[config.mk]
export PLATFORM = sky130hd
export DESIGN_NAME = lcd_row_scanner
export DESIGN_NICKNAME = d
export VERILOG_FILES = /design/src/rtl/lrs_pkg.sv /design/src/rtl/lrs_line_ctr.sv /design/src/rtl/lrs_row_fetch.sv /design/src/rtl/lrs_seg_enc.sv /design/src/rtl/lcd_row_scanner.sv
export SDC_FILE = /design/constraint.sdc
export NUM_CORES = 1
export LEC_CHECK = 0
export ABC_AREA = 1
export BUFFER_PORTS_ARGS = -buffer_cell sky130_fd_sc_hd__buf_4
export CAP_MARGIN = 20
export CORE_AREA = 2 2 151 153
export CTS_BUF_LIST = sky130_fd_sc_hd__clkbuf_8
export DETAILED_ROUTE_END_ITERATION = 10
export DIE_AREA = 0 0 153 155
export PLACE_DENSITY_LB_ADDON = 0.08
export SETUP_SLACK_MARGIN = 0.5
export SYNTH_ARGS = -nofsm -noshare
export SYNTH_HDL_FRONTEND = slang
export SYNTH_SLANG_ARGS = --single-unit
[constraint.sdc]
create_clock -name clk -period 3 [get_ports clk]
set_input_delay 0.3 -clock clk [delete_from_list [all_inputs] [get_ports clk]]
set_output_delay 0.3 -clock clk [all_outputs]
set_load 0.02 [all_outputs]
[src/rtl/lrs_pkg.sv]
package lrs_pkg;

  typedef enum logic [1:0] {
    LVL_V0 = 2'b00,
    LVL_V2 = 2'b01,
    LVL_V3 = 2'b10,
    LVL_V5 = 2'b11
  } bias_lvl_e;

  // Bias selection from alternation phase and lit pixel.
  function automatic bias_lvl_e pick_level(input logic m, input logic lit);
    bias_lvl_e lv;
    case ({m, lit})
      2'b00:   lv = LVL_V2;
      2'b01:   lv = LVL_V0;
      2'b10:   lv = LVL_V3;
      default: lv = LVL_V5;
    endcase
    return lv;
  endfunction

endpackage

[src/rtl/lrs_line_ctr.sv]
module lrs_line_ctr #(
  parameter int LINE_W = 6
) (
  input  logic              clk,
  input  logic              rst_n,
  input  logic              frame_sync,
  input  logic              line_clk,
  input  logic [LINE_W-1:0] start_line,
  output logic [LINE_W-1:0] line,
  output logic              line_upd,
  output logic              cl_rise,
  output logic              cl_fall
);

  logic cl_q;

  assign cl_rise = line_clk & ~cl_q;
  assign cl_fall = ~line_clk & cl_q;

  always_ff @(posedge clk or negedge rst_n) begin
    if (!rst_n) begin
      cl_q     <= 1'b0;
      line     <= '0;
      line_upd <= 1'b0;
    end else begin
      cl_q     <= line_clk;
      line_upd <= frame_sync | cl_fall;
      if (frame_sync) begin
        line <= start_line;
      end else if (cl_fall) begin
        line <= line + LINE_W'(1);
      end
    end
  end

endmodule

[src/rtl/lrs_row_fetch.sv]
module lrs_row_fetch #(
  parameter int NUM_SEG = 64,
  parameter int LINE_W  = 6,
  parameter int BYTE_W  = 8,
  localparam int COL_W  = $clog2(NUM_SEG),
  localparam int BIT_W  = $clog2(BYTE_W),
  localparam int PAGE_W = LINE_W - BIT_W,
  localparam int ADDR_W = PAGE_W + COL_W
) (
  input  logic               clk,
  input  logic               rst_n,
  input  logic [LINE_W-1:0]  line,
  input  logic               line_upd,
  input  logic               cl_rise,
  input  logic               disp_en,
  output logic               ram_re,
  output logic [ADDR_W-1:0]  ram_addr,
  input  logic [BYTE_W-1:0]  ram_rdata,
  output logic [NUM_SEG-1:0] row_q,
  output logic               on_q
);

  localparam logic [COL_W-1:0] LAST_COL = COL_W'(NUM_SEG - 1);

  logic               busy;
  logic [COL_W-1:0]   col;
  logic               rd_pend;
  logic [COL_W-1:0]   rd_col;
  logic [BIT_W-1:0]   rd_bit;
  logic [NUM_SEG-1:0] gather;

  assign ram_re   = busy;
  assign ram_addr = {line[LINE_W-1:BIT_W], col};

  always_ff @(posedge clk or negedge rst_n) begin
    if (!rst_n) begin
      busy    <= 1'b0;
      col     <= '0;
      rd_pend <= 1'b0;
      rd_col  <= '0;
      rd_bit  <= '0;
      gather  <= '0;
      row_q   <= '0;
      on_q    <= 1'b0;
    end else begin
      if (line_upd) begin
        busy <= 1'b1;
        col  <= '0;
      end else if (busy) begin
        col <= col + COL_W'(1);
        if (col == LAST_COL) begin
          busy <= 1'b0;
        end
      end
      rd_pend <= busy & ~line_upd;
      rd_col  <= col;
      rd_bit  <= line[BIT_W-1:0];
      if (rd_pend) begin
        gather[rd_col] <= ram_rdata[rd_bit];
      end
      if (cl_rise) begin
        row_q <= gather;
        on_q  <= disp_en;
      end
    end
  end

endmodule

[src/rtl/lrs_seg_enc.sv]
module lrs_seg_enc #(
  parameter int NUM_SEG = 64
) (
  input  logic [NUM_SEG-1:0]   row_q,
  input  logic                 on_q,
  input  logic                 alt_m,
  input  logic                 col_dir,
  output logic [2*NUM_SEG-1:0] seg_lvl
);

  for (genvar s = 0; s < NUM_SEG; s++) begin : g_seg
    logic pix;
    assign pix = col_dir ? row_q[s] : row_q[NUM_SEG-1-s];
    assign seg_lvl[2*s +: 2] = lrs_pkg::pick_level(alt_m, pix & on_q);
  end

endmodule

[src/rtl/lcd_row_scanner.sv]
module lcd_row_scanner #(
  parameter int NUM_SEG   = 64,
  parameter int NUM_LINES = 64,
  parameter int BYTE_W    = 8,
  localparam int LINE_W   = $clog2(NUM_LINES),
  localparam int COL_W    = $clog2(NUM_SEG),
  localparam int BIT_W    = $clog2(BYTE_W),
  localparam int ADDR_W   = LINE_W - BIT_W + COL_W
) (
  input  logic                 clk,
  input  logic                 rst_n,
  input  logic                 frame_sync,
  input  logic                 line_clk,
  input  logic                 alt_m,
  input  logic                 col_dir,
  input  logic                 disp_en,
  input  logic [LINE_W-1:0]    start_line,
  output logic                 ram_re,
  output logic [ADDR_W-1:0]    ram_addr,
  input  logic [BYTE_W-1:0]    ram_rdata,
  output logic [2*NUM_SEG-1:0] seg_lvl
);

  // Named internal events, visible to the bound checker.
  logic [LINE_W-1:0]  line_w;
  logic               line_upd_w;
  logic               cl_rise_w;
  logic               cl_fall_w;
  logic [NUM_SEG-1:0] row_w;
  logic               on_w;

  lrs_line_ctr #(.LINE_W(LINE_W)) u_ctr (
    .clk        (clk),
    .rst_n      (rst_n),
    .frame_sync (frame_sync),
    .line_clk   (line_clk),
    .start_line (start_line),
    .line       (line_w),
    .line_upd   (line_upd_w),
    .cl_rise    (cl_rise_w),
    .cl_fall    (cl_fall_w)
  );

  lrs_row_fetch #(.NUM_SEG(NUM_SEG), .LINE_W(LINE_W), .BYTE_W(BYTE_W)) u_fetch (
    .clk       (clk),
    .rst_n     (rst_n),
    .line      (line_w),
    .line_upd  (line_upd_w),
    .cl_rise   (cl_rise_w),
    .disp_en   (disp_en),
    .ram_re    (ram_re),
    .ram_addr  (ram_addr),
    .ram_rdata (ram_rdata),
    .row_q     (row_w),
    .on_q      (on_w)
  );

  lrs_seg_enc #(.NUM_SEG(NUM_SEG)) u_enc (
    .row_q   (row_w),
    .on_q    (on_w),
    .alt_m   (alt_m),
    .col_dir (col_dir),
    .seg_lvl (seg_lvl)
  );

endmodule

* Yosys cells after proc, flatten, opt, wreduce, memory -nomap -nowiden *
Cells that the tools add are included.

word-level totals
  bits in registers = 154
  word-level logic and storage cells = 423
  bits of input ports = 21
  output and inout port bits = 138

cells by class
  equality and inequality tests = 129
  magnitude comparators = 3
  bitwise operators = 71
  muxes and demuxes = 140
  add/sub/neg operators = 2
  reductions and logical operators = 67

operators with widths
  cell                                                                                 count
  2-bit one-hot mux with 3 select lines                                                64
  2-bit by 1-bit == test with 1-bit output, second input constant                      64
  2-bit == test, second input constant                                                 64
  2-bit logical NOT                                                                    64
  1-bit two-way mux                                                                    69
  1-bit bitwise AND                                                                    67
  64-bit bitwise mux                                                                   1
  6-bit two-way mux                                                                    4
  6-bit by 1-bit adder with 6-bit output, second input constant                        2
  6-bit by 7-bit < comparator with 1-bit output, second input constant                 1
  1-bit demux with 6-bit select                                                        1
  6-bit == test, second input constant                                                 1
  6-bit by 1-bit greater-or-equal comparator with 1-bit output, second input constant  1
  3-bit by 4-bit < comparator with 1-bit output, second input constant                 1
  2-bit nonzero test                                                                   2
  1-bit binary-select mux with 3-bit select                                            1
  1-bit inverter                                                                       3
  1-bit logical AND                                                                    1
  1-bit bitwise OR                                                                     1

* Depth between registers and ports, before layout *
Gate-level depths: netlist of run 1.

  depth in word-level cells = 5
  gate-level depth with buffers = 8
  gate-level depth less buffers = 7

* Modules after synthesis *
Synthesis of run 1 repeated with hierarchy kept, for this count alone.

unflattened totals
  cells, all modules = 1,333
  area, all modules = 11,163.2 µm²

modules (own cells, without submodules)
  module         sequential area each (µm²)  area an instance (µm²)  instances  cells an instance
  lrs_row_fetch  3,653.5                     6,688.9                 1          605
  lrs_seg_enc    0.0                         3,983.8                 1          668
  lrs_line_ctr   200.2                       490.5                   1          60

* Worst setup path before layout of run 1 *
OpenSTA, ideal clock, no wires.

  path kind = register -> output
  start = register u_fetch.on_q
  end = output seg_lvl[109]
  path slack = 1.123 ns
  arrival time = 1.577 ns
  stages on the path, launching flop included = 7
  path buffers = 2
  cells stage by stage = dfrtp_1 inv_1 clkbuf_1 clkbuf_1 nor3_1 ha_1 or2_2

on the way
  word-level cells in the longest chain between the ends = 3
  elaborated cells on any way between the ends = 5
  those cells by class = eq/ne: 2; mux: 1; bitwise: 1; reduce/logical: 1

RTL lines
  what                                         RTL line               RTL
  start: declaration                           lrs_row_fetch.sv:20    output logic on_q
  start signal: assignment                     lrs_row_fetch.sv:63    on_q <= disp_en;
  1-bit bitwise AND *                          lrs_seg_enc.sv:14      assign seg_lvl[2*s +: 2] = lrs_pkg::pick_level(alt_m, pix & on_q);
  2-bit == test, or another cell as far along  lrs_pkg.sv:13          case ({m, lit})
  2-bit one-hot mux with 3 select lines *      lrs_pkg.sv:13
  end: declaration                             lcd_row_scanner.sv:21  output logic [2*NUM_SEG-1:0] seg_lvl

Mark *: on every way between the ends. The rest lies on a longest branch, timed or not.

* Final worst setup path of run 1 *
  start = register u_fetch.on_q
  end = output seg_lvl[127]

Same word-level chain as after synthesis.

==> results.sh, run 1 <==
export IMPL_synth_edf_count=0
export IMPL_outcome="finished clean"
export IMPL_drc=0
export IMPL_synthesis_area_mm2=0.00976
export IMPL_path_class="reg -> out"
export IMPL_drt_iter0_markers=439
export IMPL_tightest_slew_ns=0.730
export IMPL_setup_tns_ns=0
export IMPL_totalWireLength_mm=22.5
export IMPL_async_reset_ff_share_pct=100
export IMPL_grt_max_degree=99
export IMPL_rsz0062_at_grt="yes"
export IMPL_maxSlewHeadroom_pct=51.3
export IMPL_leakage_nw=5.44
export IMPL_ios=159
export IMPL_max_cap_viol_count=0
export IMPL_slew_viol_final=0
export IMPL_place_gp_congestion=0.758
export IMPL_io_buffers=158
export IMPL_fmax_ghz=0.411
export IMPL_hp_class="in -> reg"
export IMPL_yosysTopAreaCell="dfrtp_1"
export IMPL_n_antenna_cell=0
export IMPL_worstPathRequired_ns=2.70
export IMPL_synth_cells=1133
export IMPL_fp_dieArea_mm2=0.0237
export IMPL_cp_start_kind="flip-flop"
export IMPL_grt_ovfl_total=0
export IMPL_synth_main_ff_cell="dfrtp_1"
export IMPL_area_delta_synth_final_pct=20.6
export IMPL_initial_core_util_pct=43.9
export IMPL_postLayoutCoreUtil_pct=53.0
export IMPL_synth_area_per_cell_um2=8.61
export IMPL_drive_above_1_share_pct=27.2
export IMPL_vias=7868
export IMPL_cts_tree="yes"
export IMPL_detail_route_antenna_nets=0
export IMPL_cts_buffers=17
export IMPL_yosysUniqueCellTypes=31
export IMPL_ys_seq_area_share_pct=39.5
export IMPL_grt_antenna_before_repair=0
export IMPL_grt_util_all_layers_pct=19.2
export IMPL_wire_per_inst_um=14.4
export IMPL_syn_nets=1284
export IMPL_fin_nets=1417
export IMPL_dp_hpwl_mm=15.4
export IMPL_first_pass_iters=5
export IMPL_yosys_top_cells_area="dfrtp_1 (39%), ha_1 (17%), nor2_1 (8.2%)"
export IMPL_worstPathArrival_ns=2.13
export IMPL_vdd_drop_max_uv=308
export IMPL_grt_first_pass_wirelength_mm=37.0
export IMPL_h_tree_depth=4
export IMPL_cts_root_buf="clkbuf_8"
export IMPL_fp_dieW_um=153
export IMPL_core_area_mm2=0.0222
export IMPL_synthDominantCellAreaShare_pct=39.5
export IMPL_chipHeight_um=155
export IMPL_period_needed_ns=2.43
export IMPL_clk_pin_slew_ns=0.08
export IMPL_end_kind="output pin"
export IMPL_yosys_warnings=0
export IMPL_power_density_mw_per_mm2=517
export IMPL_num_rows=55
export IMPL_worstSkewPairLatency_ns=0.46
export IMPL_timing_final_crit_share_pct=81.0
export IMPL_clock_skew_ns=0.00800
export IMPL_synth_seq_cells=154
export IMPL_numClockSinks=154
export IMPL_worst_path_max_fanout=58
export IMPL_cts_path_max_buffers=2
export IMPL_vias_per_cell=5.03
export IMPL_grt_pass1_vias=6999
export IMPL_hold_viol=0
export IMPL_setup_viol=0
==> cell families after synthesis <==
group,count (synthesis),synth area share [%]
simple gates,548,24.9
buf+inv,158,6.77
mux,63,7.81
fa+ha+maj,130,16.7
xor+xnor,1,0.0898
flops,154,39.5
compound gates,79,4.24
==> Yosys cell counts, types with 2 or more instances <==
library cell,number
mux2_4,14
ha_1,130
o211ai_1,2
inv_2,2
o21ai_0,67
a21oi_1,4
clkbuf_1,26
buf_2,26
nand3_2,2
nand2_1,112
inv_1,96
mux2_2,49
dfrtp_1,154
or2_2,66
nand3_1,80
buf_4,3
nor3_1,70
nor2_1,214
buf_6,3
o21bai_1,2
==> worst max-delay path, cell delays in order, from the launching register on <==
cell and delay (ns):
dfrtp_1 0.34, inv_2 0.09, buf_12 0.21, nor3_1 0.33, inv_1 0.08, ha_1 0.17
or2_2 0.28, buf_4 0.16
==> layer usage <==
layer  up-vias  wire [um]  global-route usage, %  part of all wire [%]
li1       3922          -                      -                     -
met1      3722      11500                   29.1                    51
met2       206       9620                   28.3                    43
met3        18       1100                   3.29                   4.9
met4         0        255                   5.16                   1.1
met5         -          0                      0                     0
==> what timing repair did <==
item	CTS	global route
hold endpoints to repair	67	0
hold buffers	2	0
cloned	0	0
setup buffers	0	0
gates resized for setup	4	9
setup endpoints to repair	99	58
==> metrics by stage <==
step	total power [mW]	instances	instance area (um^2)	setup WS, ns	hold slack, ns
global route	6.45	1564	11800	0.442	0.0694
CTS	6.15	1563	11700	0.507	0.0558
global placement	4.16	1529	11200	0.703	0.345
finish	6.09	1564	11800	0.569	0.0829
floorplan	3.47	1133	9760	1.12	0.00441
detailed placement	4.18	1529	11200	0.664	0.341
==> layout make-up <==
class	count	area, um^2
flip-flops and latches	154	3850
well taps	285	357
clock buffers	18	248
repair buffers	174	1400
multi-input cells	821	5300
clock inverters	14	250
inverters	98	368
fillers	2134	10500
==> cell usage in the layout (no fill, tap or decap), types with 2 or more instances in the layout <==
cell / instances
nor2_1: 214
buf_4: 165
dfrtp_1: 154
ha_1: 130
nand2_1: 112
inv_1: 96
nand3_1: 80
o21ai_0: 67
or2_2: 66
nor3_1: 60
mux2_2: 49
clkbuf_8: 18
mux2_4: 14
nor3_2: 10
bufinv_16: 7
buf_12: 5
a21oi_1: 4
clkinv_2: 4
inv_2: 3
o21bai_1: 2
o211ai_1: 2
nand3_2: 2
dlygate4sd3_1: 2
==> power by group <==
part           leakage [nW]  internal, mW  switching, mW
Sequential             1.48          2.16         0.0778
Combinational          3.71         0.784           1.11
Clock                 0.254          1.17          0.785
==> state kept, by name, summed over array words and instances, names as in the netlist <==
name             flops
u_fetch.rd_pend      1
u_fetch.row_q       64
u_fetch.rd_col       6
u_ctr.line_upd       1
u_fetch.gather      64
u_ctr.line           6
u_ctr.cl_q           1
u_fetch.rd_bit       3
u_fetch.on_q         1
u_fetch.ram_re       1
u_fetch.col          6
==> path summary, 6_finish.rpt <==
check                                       start                 end  slack [ns]  depth (start not counted)
worst max-delay path                 u_fetch.on_q        seg_lvl[127]        0.57                          7
worst min-delay path                start_line[0]       u_ctr.line[0]        0.08                          3
worst max register to register  u_fetch.rd_bit[0]  u_fetch.gather[27]        0.96                          7
worst min register to register     u_fetch.col[5]   u_fetch.rd_col[5]        0.43                          0
max in group asynchronous                   rst_n        u_fetch.on_q        1.74                          3
min in group asynchronous                   rst_n   u_fetch.gather[4]        0.39                          2
Note: power is estimated with default switching activity, not from simulation.
==> run 2: changes to the inputs <==
==> constraint.sdc (replaced) <==
create_clock -name clk -period 2.3 [get_ports clk]
set_input_delay 0.23 -clock clk [delete_from_list [all_inputs] [get_ports clk]]
set_output_delay 0.23 -clock clk [all_outputs]
set_load 0.02 [all_outputs]
==> run 2 against run 1 <==
The flow now finishes with violations (setup timing). Global-route usage up 0.91 points. Non-clock buffer count up 20. Highest routed layer unchanged. Power up 38%. Utilization up 6.0 points. Critical path depth unchanged. First-iteration DRC count up 27%. Clock power up 22%.
==> results.sh, run 2 (same netlist as run 1, synthesis figures left out) <==
export IMPL_chipHeight_um=155
export IMPL_cts_tree="yes"
export IMPL_fp_dieW_um=153
export IMPL_max_stage_delay_ns=0.46
export IMPL_p_seq_share_pct=34.9
export IMPL_grt_first_pass_wirelength_mm=38.8
export IMPL_grt_antenna_before_repair=0
export IMPL_pre_cts_slack_ns=0.300
export IMPL_power_density_mw_per_mm2=641
export IMPL_rr_endpoint="u_fetch.gather[17]"
export IMPL_cp_start_kind="flip-flop"
export IMPL_clock_skew_ns=0.00896
export IMPL_p_comb_share_pct=36.6
export IMPL_hold_start="start_line[1]"
export IMPL_totalWireLength_mm=24.4
export IMPL_fin_nets=1438
export IMPL_reg2reg_depth=6
export IMPL_min_to="u_ctr.line[1]"
export IMPL_wire_per_inst_um=15.4
export IMPL_drive_above_1_share_pct=33.5
export IMPL_clk_pin_slew_ns=0.08
export IMPL_p_total_mw=8.40
export IMPL_worstPathCellList="inv_8 -> clkbuf_16 -> nor3_4 -> inv_1 -> ha_1 -> or2_2 -> buf_4"
export IMPL_setup_viol=1
export IMPL_core_area_mm2=0.0222
export IMPL_switching_share_pct=33.6
export IMPL_num_rows=55
export IMPL_layout_common_cells="nor2_1 (213), dfrtp_1 (153), ha_1 (127)"
export IMPL_area_delta_synth_final_pct=34.3
export IMPL_reg_largest_list="u_fetch.gather (64), u_fetch.row_q (64)"
export IMPL_dpl_cell_area_mm2=0.0112
export IMPL_rsz0062_at_grt="yes"
export IMPL_post_place_cells=1532
export IMPL_dp_hpwl_mm=14.6
export IMPL_worst_r2r_startpoint="u_fetch.rd_col[1]"
export IMPL_cts_root_buf="clkbuf_8"
export IMPL_drt_iter0_markers=557
export IMPL_p_switching_mw=2.83
export IMPL_numClockSinks=154
export IMPL_violations="setup timing"
export IMPL_n_antenna_cell=0
export IMPL_path_class="reg -> out"
export IMPL_first_pass_iters=5
export IMPL_max_cap_viol_count=0
export IMPL_place_gp_congestion=0.744
export IMPL_leakage_nw=5.87
export IMPL_fmax_ghz=0.434
export IMPL_h_tree_depth=4
export IMPL_worstPathArrival_ns=2.07
export IMPL_cts_path_max_buffers=2
export IMPL_slew_viol_final=0
export IMPL_cts_buffers=17
export IMPL_p_int_mw=5.57
export IMPL_holdPathStages=3
export IMPL_mostFrequentLayoutCell="nor2_1"
export IMPL_vias=8162
export IMPL_fp_dieArea_mm2=0.0237
export IMPL_worst_path_max_fanout=8
export IMPL_grt_max_degree=129
export IMPL_initial_core_util_pct=43.9
export IMPL_detail_route_antenna_nets=0
export IMPL_grt_ovfl_total=0
export IMPL_fin_area_mm2=0.0131
export IMPL_grt_util_all_layers_pct=20.1
export IMPL_drc=0
export IMPL_outcome="finished, violations left"
export IMPL_setup_tns_ns=-0.00213
export IMPL_power_frac_clock_pct=28.5
export IMPL_vdd_drop_max_uv=348
export IMPL_critPathSlowestCell="dfrtp_2"
export IMPL_instances_no_fill=1585
export IMPL_period_needed_ns=2.30
export IMPL_end_kind="output pin"
export IMPL_setup_slack_ns=-0.00213
export IMPL_maxSlewHeadroom_pct=58.4
export IMPL_hp_class="in -> reg"
export IMPL_worstPathRequired_ns=2.07
export IMPL_timing_final_crit_share_pct=100
export IMPL_worstSkewPairLatency_ns=0.46
export IMPL_grt_pass1_vias=7459
export IMPL_io_buffers=158
export IMPL_ios=159
export IMPL_vias_per_cell=5.15
export IMPL_hold_viol=0
export IMPL_tightest_slew_ns=0.624
export IMPL_timing_reg2reg_setup_slack_ns=0.71
[run 2: power by group through the flow]
stage,Sequential [mW],Clock (mW),Combinational [mW]
finish,2.93,2.39,3.08
global route,2.95,2.54,3.35
CTS,2.93,2.43,2.89
detailed placement,2.98,0,2.49
global placement,2.98,0,2.46
floorplan,2.94,0,1.59
[run 2: final cells by class]
cell class / instances / area [um^2]
sequential: 154 / 3850
tap: 285 / 357
timing repair inverter: 1 / 8.76
multi-input combinational: 821 / 6090
clock inverter: 14 / 219
inverter: 98 / 375
timing repair buffer: 194 / 1960
fill: 1980 / 9120
clock buffer: 18 / 248
[run 2: stage by stage]
| step | hold slack, ns | utilization [%] |
|---|---|---|
| 4_1_cts | 0.00530 | 56.5 |
| 2_1_floorplan | -0.0656 | - |
| 6_report | 0.0270 | 59.0 |
| 3_3_place_gp | 0.215 | 50.6 |
| 5_1_grt | 0.0267 | 59.0 |
| 3_5_place_dp | 0.219 | 50.6 |
[run 2: worst max path at each step]
stage          slack [ns]         start           end  cells after the start
4_1_cts             -0.02  u_fetch.on_q  seg_lvl[115]                      7
3_3_place_gp         0.31       col_dir   seg_lvl[23]                      9
6_report           -0.002  u_fetch.on_q    seg_lvl[1]                      7
2_1_floorplan        0.59  u_fetch.on_q  seg_lvl[109]                      7
3_5_place_dp         0.30       col_dir   seg_lvl[23]                      9
5_1_grt             -0.05  u_fetch.on_q  seg_lvl[107]                      7
[run 2: worst max-delay path: cells and delay by family (launching register included)]
| kind | cells | cell delay, ns |
|---|---|---|
| buf+inv | 4 | 0.54 |
| flops | 1 | 0.46 |
| simple gates | 2 | 0.42 |
| fa+ha+maj | 1 | 0.19 |
[run 2: what timing repair did]
action,CTS,global route
pin swaps,3,49
buffers inserted,3,5
setup endpoints to repair,128,156
cloned,2,6
hold buffers,5,0
endpoints found under the hold margin,51,0
gates resized for setup,167,83
[run 2: metal layers]
layer,vias up,GRT usage (%),part of all wire [%]
li1,3981,-,-
met1,3946,29.1,48
met2,217,31.9,47
met3,18,2.87,4.5
met4,0,5.07,1.1
met5,-,0,0
==> run 3: changes to the inputs <==
--- a/config.mk
+++ b/config.mk
@@ -12,6 +12,7 @@
 export CTS_BUF_LIST = sky130_fd_sc_hd__clkbuf_8
 export DETAILED_ROUTE_END_ITERATION = 10
 export DIE_AREA = 0 0 153 155
+export GPL_TIMING_DRIVEN = 0
 export PLACE_DENSITY_LB_ADDON = 0.08
 export SETUP_SLACK_MARGIN = 0.5
 export SYNTH_ARGS = -nofsm -noshare
==> run 3 against run 2 <==
The flow now finishes without violations. Register-to-register slack lost 0.12 ns. Sequential power is essentially flat. Die area is the same. Largest cell class unchanged. Combinational power grew 8.8%. Critical endpoint is now seg_lvl[105]. Clock power shrank 3%. Final cell count grew 2.5%. Global-route usage grew 2.8 points. Cell area grew 4.3%. Worst hold slack lost 0.0058 ns. Wire length grew 11%.
==> results.sh, run 3 (same netlist as run 1, synthesis figures left out) <==
export IMPL_outcome="finished clean"
export IMPL_timing_reg2reg_setup_slack_ns=0.59
export IMPL_cts_path_max_buffers=2
export IMPL_fin_nets=1477
export IMPL_cts_tree="yes"
export IMPL_detail_route_antenna_nets=0
export IMPL_p_comb_share_pct=38.9
export IMPL_core_area_mm2=0.0222
export IMPL_period_needed_ns=2.26
export IMPL_min_to="u_ctr.line[1]"
export IMPL_first_pass_iters=5
export IMPL_worst_r2r_startpoint="u_fetch.rd_col[1]"
export IMPL_grt_ovfl_total=0
export IMPL_switching_share_pct=34.6
export IMPL_p_switching_mw=2.98
export IMPL_power_density_mw_per_mm2=630
export IMPL_slew_viol_final=0
export IMPL_hold_start="start_line[1]"
export IMPL_place_gp_congestion=0.814
export IMPL_crit_buf_inv=5
export IMPL_rsz0062_at_grt="yes"
export IMPL_clock_skew_ns=0.0139
export IMPL_area_delta_synth_final_pct=40.1
export IMPL_critPathLaunch="u_fetch.on_q"
export IMPL_worstPathRequired_ns=2.07
export IMPL_dp_hpwl_mm=18.5
export IMPL_worstSkewPairLatency_ns=0.47
export IMPL_hold_slack_ns=0.0212
export IMPL_io_buffers=158
export IMPL_worst_path_max_fanout=5
export IMPL_hp_class="in -> reg"
export IMPL_vdd_drop_max_uv=315
export IMPL_critPathTopFamily="buffers and inverters"
export IMPL_maxSlewHeadroom_pct=58.9
export IMPL_mostFrequentLayoutCell="nor2_1"
export IMPL_vias_per_cell=5.15
export IMPL_ios=159
export IMPL_h_tree_depth=4
export IMPL_p_total_mw=8.61
export IMPL_grt_first_pass_wirelength_mm=42.7
export IMPL_grt_pass1_vias=7830
export IMPL_vias=8361
export IMPL_drc=0
export IMPL_worstPathCellList="inv_2 -> clkbuf_16 -> clkbuf_16 -> nor3_4 -> inv_2 -> ha_4 -> or2_4 -> buf_6"
export IMPL_drt_iter0_markers=523
export IMPL_max_cap_viol_count=0
export IMPL_fp_dieArea_mm2=0.0237
export IMPL_totalWireLength_mm=27.1
export IMPL_max_stage_delay_ns=0.35
export IMPL_grt_max_degree=119
export IMPL_numClockSinks=154
export IMPL_timing_final_crit_share_pct=98.4
export IMPL_cp_start_kind="flip-flop"
export IMPL_cts_buffers=17
export IMPL_tightest_slew_ns=0.616
export IMPL_end_kind="output pin"
export IMPL_initial_core_util_pct=43.9
export IMPL_chipHeight_um=155
export IMPL_reg_largest_list="u_fetch.gather (64), u_fetch.row_q (64)"
export IMPL_clk_pin_slew_ns=0.09
export IMPL_num_rows=55
export IMPL_leakage_nw=5.95
export IMPL_critPathSlowestCell="dfrtp_1"
export IMPL_path_class="reg -> out"
export IMPL_fmax_ghz=0.442
export IMPL_cts_root_buf="clkbuf_8"
export IMPL_wire_per_inst_um=16.7
export IMPL_post_place_cells=1578
export IMPL_hold_viol=0
export IMPL_cp_depth=8
export IMPL_reg2reg_depth=8
export IMPL_p_int_mw=5.63
export IMPL_setup_viol=0
export IMPL_grt_antenna_before_repair=0
export IMPL_grt_util_all_layers_pct=22.9
export IMPL_rr_endpoint="u_fetch.gather[33]"
export IMPL_holdPathStages=3
export IMPL_n_antenna_cell=0
export IMPL_instances_no_fill=1624
export IMPL_p_seq_share_pct=34.0
export IMPL_worstPathArrival_ns=2.03
export IMPL_postLayoutCoreUtil_pct=61.5
export IMPL_layout_common_cells="nor2_1 (212), dfrtp_1 (154), nand2_1 (111)"
export IMPL_fp_dieW_um=153
export IMPL_power_frac_clock_pct=27.1
export IMPL_drive_above_1_share_pct=36.7
==> run 3: repair_timing <==
action	in CTS	in global routing
hold endpoints to repair	41	0
pin swaps	36	29
gates cloned	4	3
setup buffers	0	1
resized for setup	296	94
hold buffers	6	0
endpoints found under the setup margin	128	159
==> run 3: how the worst max path moves through the flow <==
stage,to,slack (ns)
after global placement,seg_lvl[23],-0.12
after detailed placement,seg_lvl[23],-0.16
after global routing,seg_lvl[59],-0.03
after floorplan,seg_lvl[109],0.59
final,seg_lvl[105],0.04
after CTS,seg_lvl[85],-0.02
==> run 3: worst reg2reg max path, stage by stage, from the launching register on <==
cell and delay [ns]:
dfrtp_1 0.41, inv_1 0.07, nand2_1 0.10, inv_1 0.06, nand2_1 0.23, clkbuf_1 0.47, nor2_1 0.11, nand3_1 0.11
nand2_1 0.05
==> run 3: final cells by class <==
| type | instances | area [um^2] |
|---|---|---|
| well taps | 285 | 357 |
| fillers | 1896 | 8560 |
| clock buffers | 17 | 234 |
| inverters | 98 | 368 |
| multi-input cells | 821 | 6370 |
| clock inverters | 15 | 216 |
| flip-flops and latches | 154 | 3850 |
| repair buffers | 174 | 1840 |
| plain buffers | 60 | 434 |
==> run 3: power groups by stage <==
stage / combinational, mW / sequential (mW) / clock (mW)
after CTS: 3.16 / 2.92 / 2.36
after detailed placement: 2.53 / 2.98 / 0
final: 3.35 / 2.93 / 2.33
after global routing: 3.63 / 2.94 / 2.48
after global placement: 2.48 / 2.97 / 0
after floorplan: 1.59 / 2.94 / 0
==> run 3: metal layers <==
metal  up-vias  track usage (%)  wire length (um)
met5         -                0                 0
met4         0             6.70               501
met3        32             4.12              1670
met2       274             35.5             12500
met1      3991             33.0             12400
li1       4064                -                 -
==> run 3: stage by stage <==
| step | cell area (um^2) | TNS, ns | worst slack, ns |
|---|---|---|---|
| 4_1_cts | 13300 | -0.334 | -0.0249 |
| 3_3_place_gp | 11300 | -0.341 | -0.121 |
| 6_report | 13700 | 0 | 0.0376 |
| 2_1_floorplan | 9760 | 0 | 0.588 |
| 3_5_place_dp | 11400 | -0.495 | -0.157 |
| 5_1_grt | 13700 | -0.124 | -0.0306 |
